## config.mk

```make
export PLATFORM = sky130hd
export DESIGN_NAME = strobe_gen
export DESIGN_NICKNAME = d
export VERILOG_FILES = /design/src/rtl/strobe_gen_pkg.sv /design/src/rtl/strobe_clamp.sv /design/src/rtl/strobe_prescale.sv /design/src/rtl/strobe_window.sv /design/src/rtl/strobe_gen.sv
export SDC_FILE = /design/constraint.sdc
export NUM_CORES = 1
export LEC_CHECK = 0
export ABC_AREA = 1
export BUFFER_PORTS_ARGS = -buffer_cell sky130_fd_sc_hd__buf_2
export CAP_MARGIN = 20
export CELL_PAD_IN_SITES_DETAIL_PLACEMENT = 1
export CELL_PAD_IN_SITES_GLOBAL_PLACEMENT = 1
export CORE_AREA = 2 2 123 125
export DETAILED_ROUTE_END_ITERATION = 8
export DIE_AREA = 0 0 125 127
export GPL_ROUTABILITY_DRIVEN = 0
export GPL_TIMING_DRIVEN = 1
export PLACE_DENSITY = 0.84
export SLEW_MARGIN = 20
export SYNTH_ARGS = -nofsm -noshare
export SYNTH_HDL_FRONTEND = slang
export SYNTH_SLANG_ARGS = --single-unit
```

## constraint.sdc

```tcl
create_clock -name clk -period 2.1 [get_ports clk]
set_input_delay 0.105 -clock clk [delete_from_list [all_inputs] [get_ports clk]]
set_output_delay 0.105 -clock clk [all_outputs]
set_load 0.02 [all_outputs]
```

## src/rtl/strobe_gen_pkg.sv

```systemverilog
package strobe_gen_pkg;
    localparam int ON_W  = 4;
    localparam int OFF_W = 6;

    typedef enum logic [1:0] {
        ST_IDLE,
        ST_RUN,
        ST_DONE
    } seq_state_e;

    typedef struct packed {
        logic [OFF_W-1:0] cs_on;
        logic [OFF_W-1:0] cs_off;
        logic [OFF_W-1:0] we_on;
        logic [OFF_W-1:0] we_off;
        logic [OFF_W-1:0] re_on;
        logic [OFF_W-1:0] re_off;
        logic [OFF_W-1:0] wr_len;
        logic [OFF_W-1:0] rd_len;
        logic [OFF_W-1:0] acc;
    } tset_t;
endpackage

```

## src/rtl/strobe_clamp.sv

```systemverilog
module strobe_clamp
    import strobe_gen_pkg::*;
(
    input  logic [ON_W-1:0]  cs_on_i,
    input  logic [OFF_W-1:0] cs_off_i,
    input  logic [ON_W-1:0]  we_on_i,
    input  logic [OFF_W-1:0] we_off_i,
    input  logic [ON_W-1:0]  re_on_i,
    input  logic [OFF_W-1:0] re_off_i,
    input  logic [OFF_W-1:0] wr_cyc_i,
    input  logic [OFF_W-1:0] rd_cyc_i,
    input  logic [OFF_W-1:0] acc_i,
    output tset_t            cfg_o
);
    localparam int PAD = OFF_W - ON_W;

    function automatic logic [OFF_W-1:0] past_on(input logic [OFF_W-1:0] on,
                                                 input logic [OFF_W-1:0] off);
        return (off <= on) ? on + 1'b1 : off;
    endfunction

    function automatic logic [OFF_W-1:0] mx(input logic [OFF_W-1:0] a,
                                            input logic [OFF_W-1:0] b);
        return (a > b) ? a : b;
    endfunction

    logic [OFF_W-1:0] cs_on_w, we_on_w, re_on_w;
    logic [OFF_W-1:0] we_off_e, re_off_e, cs_off_e, acc_e;

    always_comb begin
        cs_on_w  = {{PAD{1'b0}}, cs_on_i};
        we_on_w  = {{PAD{1'b0}}, we_on_i};
        re_on_w  = {{PAD{1'b0}}, re_on_i};
        we_off_e = past_on(we_on_w, we_off_i);
        re_off_e = past_on(re_on_w, re_off_i);
        cs_off_e = mx(past_on(cs_on_w, cs_off_i), mx(we_off_e, re_off_e));
        acc_e    = past_on(re_on_w, acc_i);

        cfg_o.cs_on  = cs_on_w;
        cfg_o.cs_off = cs_off_e;
        cfg_o.we_on  = we_on_w;
        cfg_o.we_off = we_off_e;
        cfg_o.re_on  = re_on_w;
        cfg_o.re_off = re_off_e;
        cfg_o.acc    = acc_e;
        cfg_o.wr_len = mx(wr_cyc_i, cs_off_e);
        cfg_o.rd_len = mx(mx(rd_cyc_i, cs_off_e), acc_e);
    end
endmodule

```

## src/rtl/strobe_prescale.sv

```systemverilog
module strobe_prescale (
    input  logic clk,
    input  logic rst_n,
    input  logic clear_i,
    input  logic run_i,
    input  logic gran_i,
    output logic first_o,
    output logic last_o
);
    logic half;

    always_ff @(posedge clk or negedge rst_n) begin
        if (!rst_n)
            half <= 1'b0;
        else if (clear_i)
            half <= 1'b0;
        else if (run_i && gran_i)
            half <= ~half;
        else
            half <= 1'b0;
    end

    assign first_o = !gran_i || !half;
    assign last_o  = !gran_i || half;
endmodule

```

## src/rtl/strobe_window.sv

```systemverilog
module strobe_window #(
    parameter int CW = 6
) (
    input  logic          run_i,
    input  logic [CW-1:0] cnt_i,
    input  logic [CW-1:0] on_i,
    input  logic [CW-1:0] off_i,
    input  logic          hi_i,
    output logic          act_o,
    output logic          pin_o
);
    assign act_o = run_i && (cnt_i >= on_i) && (cnt_i < off_i);
    assign pin_o = hi_i ? act_o : ~act_o;
endmodule

```

## src/rtl/strobe_gen.sv

```systemverilog
module strobe_gen
    import strobe_gen_pkg::*;
#(
    parameter int DW = 8
) (
    input  logic             clk,
    input  logic             rst_n,
    input  logic             start_i,
    input  logic             rd_i,
    input  logic             cmd_i,
    input  logic             gran_i,
    input  logic [3:0]       pol_i,
    input  logic [ON_W-1:0]  cs_on_i,
    input  logic [OFF_W-1:0] cs_off_i,
    input  logic [ON_W-1:0]  we_on_i,
    input  logic [OFF_W-1:0] we_off_i,
    input  logic [ON_W-1:0]  re_on_i,
    input  logic [OFF_W-1:0] re_off_i,
    input  logic [OFF_W-1:0] wr_cyc_i,
    input  logic [OFF_W-1:0] rd_cyc_i,
    input  logic [OFF_W-1:0] acc_i,
    input  logic [DW-1:0]    rd_data_i,
    output logic             cs_o,
    output logic             we_o,
    output logic             re_o,
    output logic             a0_o,
    output logic             done_o,
    output logic [DW-1:0]    rd_q_o
);
    localparam int NSTB = 3;

    seq_state_e       state, nxt;
    tset_t            cfg_c, cfg_q;
    logic [OFF_W-1:0] cnt, len;
    logic             rd_q, cmd_q, gran_q;
    logic [DW-1:0]    cap_q;
    logic             accept, tick_first, tick_last, last_tick;

    strobe_clamp u_clamp (
        .cs_on_i (cs_on_i),  .cs_off_i(cs_off_i),
        .we_on_i (we_on_i),  .we_off_i(we_off_i),
        .re_on_i (re_on_i),  .re_off_i(re_off_i),
        .wr_cyc_i(wr_cyc_i), .rd_cyc_i(rd_cyc_i),
        .acc_i   (acc_i),    .cfg_o   (cfg_c)
    );

    assign accept    = (state == ST_IDLE) && start_i;
    assign len       = rd_q ? cfg_q.rd_len : cfg_q.wr_len;
    assign last_tick = tick_last && (cnt == len);

    strobe_prescale u_pre (
        .clk    (clk),
        .rst_n  (rst_n),
        .clear_i(accept),
        .run_i  (state == ST_RUN),
        .gran_i (gran_q),
        .first_o(tick_first),
        .last_o (tick_last)
    );

    // state register
    always_ff @(posedge clk or negedge rst_n) begin
        if (!rst_n) state <= ST_IDLE;
        else        state <= nxt;
    end

    always_comb begin
        nxt = state;
        unique case (state)
            ST_IDLE: if (accept)    nxt = ST_RUN;   // accept
            ST_RUN:  if (last_tick) nxt = ST_DONE;  // finish
            ST_DONE:                nxt = ST_IDLE;  // release
            default:                nxt = ST_IDLE;
        endcase
    end

    // access context, tick counter and read capture
    always_ff @(posedge clk or negedge rst_n) begin
        if (!rst_n) begin
            cfg_q  <= '0;
            rd_q   <= 1'b0;
            cmd_q  <= 1'b0;
            gran_q <= 1'b0;
            cnt    <= '0;
            cap_q  <= '0;
        end else begin
            if (accept) begin
                cfg_q  <= cfg_c;
                rd_q   <= rd_i;
                cmd_q  <= cmd_i;
                gran_q <= gran_i;
                cnt    <= '0;
            end else if (state == ST_RUN && tick_last && !last_tick) begin
                cnt <= cnt + 1'b1;
            end
            if (state == ST_RUN && rd_q && tick_first && cnt == cfg_q.acc)
                cap_q <= rd_data_i;
        end
    end

    // outputs: index 0 = cs, 1 = we, 2 = re
    logic [NSTB-1:0][OFF_W-1:0] on_v, off_v;
    logic [NSTB-1:0]            gate_v, hi_v, act_v, pin_v;

    assign on_v   = {cfg_q.re_on,  cfg_q.we_on,  cfg_q.cs_on};
    assign off_v  = {cfg_q.re_off, cfg_q.we_off, cfg_q.cs_off};
    assign gate_v = {rd_q, !rd_q, 1'b1};
    assign hi_v   = pol_i[2:0];

    for (genvar gi = 0; gi < NSTB; gi++) begin : g_stb
        strobe_window #(.CW(OFF_W)) u_win (
            .run_i(state == ST_RUN && gate_v[gi]),
            .cnt_i(cnt),
            .on_i (on_v[gi]),
            .off_i(off_v[gi]),
            .hi_i (hi_v[gi]),
            .act_o(act_v[gi]),
            .pin_o(pin_v[gi])
        );
    end

    logic a0_act;
    assign a0_act = (state == ST_RUN) && cmd_q;

    always_comb begin
        cs_o   = pin_v[0];
        we_o   = pin_v[1];
        re_o   = pin_v[2];
        a0_o   = pol_i[3] ? a0_act : ~a0_act;
        done_o = (state == ST_DONE);
        rd_q_o = cap_q;
    end

    AST_IDLE_QUIET: assert property (@(posedge clk) disable iff (!rst_n)
        state != ST_RUN |-> act_v == '0);
    AST_ONE_DIRECTION: assert property (@(posedge clk) disable iff (!rst_n)
        !(act_v[1] && act_v[2]));
    AST_OFF_AFTER_ON: assert property (@(posedge clk) disable iff (!rst_n)
        state == ST_RUN |-> (cfg_q.we_off > cfg_q.we_on) && (cfg_q.re_off > cfg_q.re_on)
                            && (cfg_q.cs_off > cfg_q.cs_on));
    AST_CS_COVERS: assert property (@(posedge clk) disable iff (!rst_n)
        state == ST_RUN |-> (cfg_q.cs_off >= cfg_q.we_off) && (cfg_q.cs_off >= cfg_q.re_off));
    AST_CNT_LIMIT: assert property (@(posedge clk) disable iff (!rst_n)
        state == ST_RUN |-> cnt <= len);
    AST_DONE_SINGLE: assert property (@(posedge clk) disable iff (!rst_n)
        done_o |=> !done_o);
    AST_SLOW_TICK: assert property (@(posedge clk) disable iff (!rst_n)
        (state == ST_RUN && gran_q && !tick_last) |=> cnt == $past(cnt));
    AST_BUSY_HOLD: assert property (@(posedge clk) disable iff (!rst_n)
        (state == ST_RUN && start_i && !last_tick) |=> state == ST_RUN);
endmodule

```

# Word level (Yosys, flattened, before mapping)
# Cells that the tools add are included.
# classes
n_addsub,4
multipliers,0
div_mod_pow,0
n_lt_le_gt_ge,15
n_eq_ne,6
n_shift,0
mux,21
n_bitwise,5
reduce_logical,25
# ops
op,count
$mux W6,12
$gt A6 B6 Y1,5
$le A6 B4 Y1,4
$ge A6 B4 Y1,3
$lt A6 B6 Y1,3
$logic_and A1 B1 Y1,16
$add A4 B1 Y5 const B,3
$eq A6 B6 Y1,2
$add A6 B1 Y6 const B,1
$mux W1,6
$not A1 Y1,5
$logic_not A1 Y1,4
$mux W2,2
$ne A2 B2 Y1 const B,2
$pmux W2 S2,1
$eq A2 B1 Y1 const B,1
$eq A2 B2 Y1 const B,1
$logic_not A2 Y1,1
$logic_or A1 B1 Y1,2
$reduce_and A2 Y1,1
$reduce_bool A2 Y1,1
# totals
reg_bits,68
latchBits,0
mem_bits_rw,0
mem_bits_ro,0
input_bits,66
out_inout_bits,13
wordCells,92
mem_count,0

# Logic depth before layout (Yosys ltp)
# logic_depth
ltp_word,10
ltp_mapped,53
depth_no_buf,53

# By module
# Synthesis repeated with hierarchy kept, for this count alone.
# hier_totals
cells_unflattened,979
hier_area_um2,6671.4
# by_module_without_submodules
mod,n_inst,cells_each,area_per_inst_um2,seq_area_each_um2
strobe_gen,1,400,3228.1,1826.8
strobe_clamp,1,389,2362.3,0.0
strobe_window,3,61,342.8,0.0
strobe_prescale,1,7,52.6,25.0

# Worst setup path after synthesis
# No wires, ideal clock.
# synth_path
kind,input to register
start,in we_on_i[3]
end,reg cfg_q[10] (netlist name)
setup_time_ns,0.066
arrival_time_ns,5.316
required_time_ns,2.034
slack_ns,-3.282
stages,47
n_path_buf,2
cell_sequence,inv_1 ha_1 nand2_1 nor2_1 nand3_1 nand2_2 nand2_1 and2_1 ha_1 nand2_1 nor2_1 nand3_1 nand2_1 buf_2 nand3_1 nand2_1 inv_1 ha_1 [11 not listed] nor2_1 o21ai_0 o211ai_1 nand2_1 inv_1 nand2_1 nand2_1 ha_1 nand2_1 nor2_1 o21ai_0 a31oi_1 inv_1 nand2_1 nand2_1 inv_1 nand2_1 nand2_1
# synth_lines
item,line_no,rtl
start: declaration,strobe_gen.sv:15,"input logic [ON_W-1:0] we_on_i,"
end signal: assignment,strobe_gen.sv:88,cfg_q <= cfg_c;
end: declaration,strobe_gen.sv:33,"tset_t cfg_c, cfg_q;"

# Worst setup path in the final report
# layout_path
start,in re_off_i[0]
end,reg cfg_q[11] (netlist name)
# layout_between
elab_chain_len,10
# layout_rtl
item,line_no,rtl
start: declaration,strobe_gen.sv:18,"input logic [OFF_W-1:0] re_off_i,"
$le A6 B4 Y1,strobe_clamp.sv:19,return (off <= on) ? on + 1'b1 : off;
$mux W6 (*),strobe_clamp.sv:19,
$gt A6 B6 Y1,strobe_clamp.sv:24,return (a > b) ? a : b;
$mux W6 (*),strobe_clamp.sv:24,
$gt A6 B6 Y1,strobe_clamp.sv:24,
$mux W6 (*),strobe_clamp.sv:24,
$gt A6 B6 Y1,strobe_clamp.sv:24,
$mux W6 (*),strobe_clamp.sv:24,
$gt A6 B6 Y1,strobe_clamp.sv:24,
$mux W6 (*),strobe_clamp.sv:24,
# Mark *: on every way between the ends. The rest lies on a longest branch, timed or not.
# A chain may end at the register's enable or synchronous reset.

==> flow_metrics.tcl <==
set metrics [dict create \
    setup_viol 37 \
    synth_top_area_cell "dfrtp_1" \
    cp_num_buf_inv 9 \
    finalNonFillerCells 1248 \
    layout_setup_ws_ps -4310 \
    holdPathStages 3 \
    path_class "in2reg" \
    yosysWarnings 0 \
    worstPathRequired_ps 2380 \
    synth_compound_area_share_pct 12.9 \
    dpl.cell_count 1179 \
    grt_use_total_pct 39.6 \
    tritoncts "yes" \
    violations "hold timing, setup timing" \
    coreArea_um2 14400 \
    hpwlAfterDp_um 16800 \
    async_flop_share_pct 100 \
    drv_cap 0 \
    htreeDepth 3 \
    yosys.area_share.simple_pct 27.8 \
    finalInstanceArea_um2 9890 \
    postSynthAreaPerCell_um2 7.20 \
    die_w_um 125 \
    slew_headroom_pct 45.6 \
    grt.overflow.total 0 \
    seq_area_frac_synth_pct 30.0 \
    drive_gt1_share_pct 54.8 \
    synth_top_family_by_area "simple AND/OR/NAND/NOR gates" \
    rr_startpoint "rd_q" \
    arrival_ps 6690 \
    synthAdderAreaFrac_pct 17.0 \
    ir_drop_mv 0.698 \
    max_freq_mhz 156 \
    slowest_delay_ps 340 \
    finalCritPeriodShare_pct 305 \
    worst_setup_path_end_kind "flip-flop" \
    status "complete, but fails checks" \
    hold_viol 1 \
    synth_area_um2 5680 \
    max_slew.worst_pin.slew_ps 807 \
    grt_pass1_wl_um 48500 \
    drv_slew 0 \
    grt_pass1_vias 8277 \
    finalPower_uw 15300 \
    port_buffers 78 \
    switching_power_uw 8410 \
    cts-root-buf "clkbuf_16" \
    vias_per_cell 6.97 \
    synth_nets 932 \
    firstDrtPassIters 6 \
    cp_top_family "simple AND/OR/NAND/NOR gates" \
    synthCells 789 \
    cp.depth 46 \
    critical_path.max_fanout 6 \
    p_sw_share_pct 55.1 \
    vias 8698 \
    num_rows 44 \
    muxShareOfSynthArea_pct 0 \
    startpoint "re_off_i[0]" \
    finalClockSkew_ps 11.0 \
    synth-seq-cells 68 \
    die_y_um 127 \
    synth-xor-area-share_pct 2.78 \
    clock_sinks 68 \
    numCtsBuffers 9 \
    hold_path.class "in2reg" \
    initial_core_util_pct 39.4 \
    synthFlopType "dfrtp_1" \
    p_comb_share_pct 71.6 \
    synth_top_cells_by_area "dfrtp_1 30%, ha_1 17%, nand2_1 15%" \
    antenna_found_initial 3 \
    die_area_um2 15900 \
    start_kind "input pin" \
    p_int_uw 6860 \
    dpl-instance-area_um2 7630 \
    r2r_setup_slack_ps -200 \
    power_density_nw_per_um2 1540 \
    drc_errors 0 \
    fin_nets 1199 \
    rsz0062_at_grt "true" \
    netlist.area_leader.share_pct 30.0 \
    finalCriticalPeriod_ps 6410 \
    cpMaxStageDelayCell "ha_4" \
    hp-start "rd_data_i[2]" \
    clock_path_buffers 2 \
    area_growth_pct 74.2 \
    cellLeakagePower_uw 0.00494 \
    holdWs_ps -1.94 \
    wl_um 46500 \
    path_clk_slew_ps 70 \
    worst_path_most_repeated_cell "nand2_4" \
    ant_nets 0 \
    yosysUniqueCellTypes 44 \
    grt_max_degree 80 \
    synth-edff-count 0 \
    io_pins 79 \
    clk_latency_ps 360 \
    detail_route.iter0.violations 1207 \
    seq_power_share_pct 18.5 \
    r2r_cells 10 \
    pwr-share-clk_pct 9.9 \
    wl_per_cell_um 37.2 \
]
[area by class of cell]
| class | count | area [µm²] |
|---|---|---|
| Antenna cell | 4 | 10.0 |
| Clock buffer | 10 | 239 |
| Clock inverter | 5 | 28.8 |
| Fill cell | 1606 | 4530 |
| Inverter | 119 | 514 |
| Multi-Input combinational cell | 583 | 5110 |
| Sequential cell | 68 | 1710 |
| Tap cell | 184 | 230 |
| Timing Repair Buffer | 275 | 2050 |
[synth_stat cells, types with 3 or more instances]
| library cell | number |
|---|---|
| nand2_2 | 8 |
| buf_6 | 3 |
| nand3_1 | 73 |
| a21oi_1 | 26 |
| nand2_1 | 226 |
| o21bai_1 | 3 |
| xor2_1 | 17 |
| and2_1 | 3 |
| nor2_1 | 34 |
| o21ai_2 | 14 |
| clkbuf_1 | 12 |
| o21ai_0 | 54 |
| o21ai_1 | 5 |
| buf_2 | 3 |
| dfrtp_1 | 68 |
| inv_1 | 115 |
| o22ai_1 | 4 |
| ha_1 | 77 |
| nand3_2 | 3 |
| nand4_1 | 5 |
[power groups by stage]
stage	Sequential [µW]	Combinational, µW	Clock, µW
after floorplan	2350	3590	0
after global placement	2390	5320	0
after detailed placement	2460	5710	0
after CTS	2460	7010	1420
after global routing	2780	11000	1530
final	2830	10900	1510
[repair_timing]
| item | 4_1_cts | 5_1_grt |
|---|---|---|
| pin swaps | 83 | 92 |
| hold endpoints to repair | 71 | 0 |
| gates resized for setup | 168 | 180 |
| setup endpoints to repair | 21 | 28 |
| hold buffers | 4 | 0 |
| buffers inserted | 25 | 23 |
[cells by family after synthesis]
logic type,after synthesis
and+or+nand+nor,366
buffers and inverters,138
AOI/OAI and AO/OA,122
adders and majority gates,77
DFF,68
xor gates and xnor gates,18
[worst paths after layout]
kind,end
setup / recovery,cfg_q[11]
hold / removal,rd_q_o[2]
setup reg to reg,cnt[2]
hold reg to reg,rd_q_o[2]
max in group asynchronous,cfg_q[51]
min in group asynchronous,cfg_q[35]
[placed cells by master, fill, tap and decap left out, types with 4 or more instances in the layout]
cell type / synthesis / final
buf_2: 3 / 69
buf_4: 0 / 169
nand2_8: 0 / 4
buf_6: 3 / 30
nor2_1: 34 / 17
nand3_2: 3 / 22
a21oi_1: 26 / 14
clkbuf_16: 0 / 9
ha_4: 0 / 44
o21ai_0: 54 / 39
nor2_4: 0 / 10
nand4_1: 5 / 5
dlygate4sd3_1: 0 / 4
dfrtp_1: 68 / 62
inv_1: 115 / 88
dfrtp_2: 0 / 6
a21oi_2: 1 / 12
o21ai_1: 5 / 13
clkinv_2: 0 / 4
nand2_1: 226 / 131
nand3_4: 0 / 19
nand3_1: 73 / 35
diode_2: 0 / 4
ha_1: 77 / 32
inv_2: 2 / 16
o21ai_2: 14 / 20
xor2_1: 17 / 17
nor2_2: 1 / 8
nand2_2: 8 / 51
nand2_4: 2 / 50
inv_4: 1 / 9
[per-stage QoR]
stage          util, %  TNS [ps]  worst slack, ps
4_1_cts           61.8    -38030            -3110
6_report          68.6    -57110            -4310
5_1_grt           68.5    -56180            -4300
3_3_place_gp      52.9    -43680            -3350
2_1_floorplan        -    -33060            -2820
3_5_place_dp      52.9    -49390            -3780
[layer usage]
metal	up-vias	track usage [%]	wire, µm
li1	3112	-	-
met1	4004	42.6	14800
met2	1068	70.3	19400
met3	514	7.58	6000
met4	0	27.5	6330
met5	-	0	0
[tightest hold or removal path, cell delays in order]
cell	delay, ps
buf_2	90
inv_1	60
o21ai_2	60
[state kept, by name (all words and copies together) (netlist names)]
| name | cells |
|---|---|
| cfg_q | 48 |
| cnt | 6 |
| rd_q | 1 |
| cmd_q | 1 |
| u_pre.half | 1 |
| rd_q_o | 8 |
| state | 2 |
| gran_q | 1 |
No activity file was read; power rests on OpenSTA's default activity.
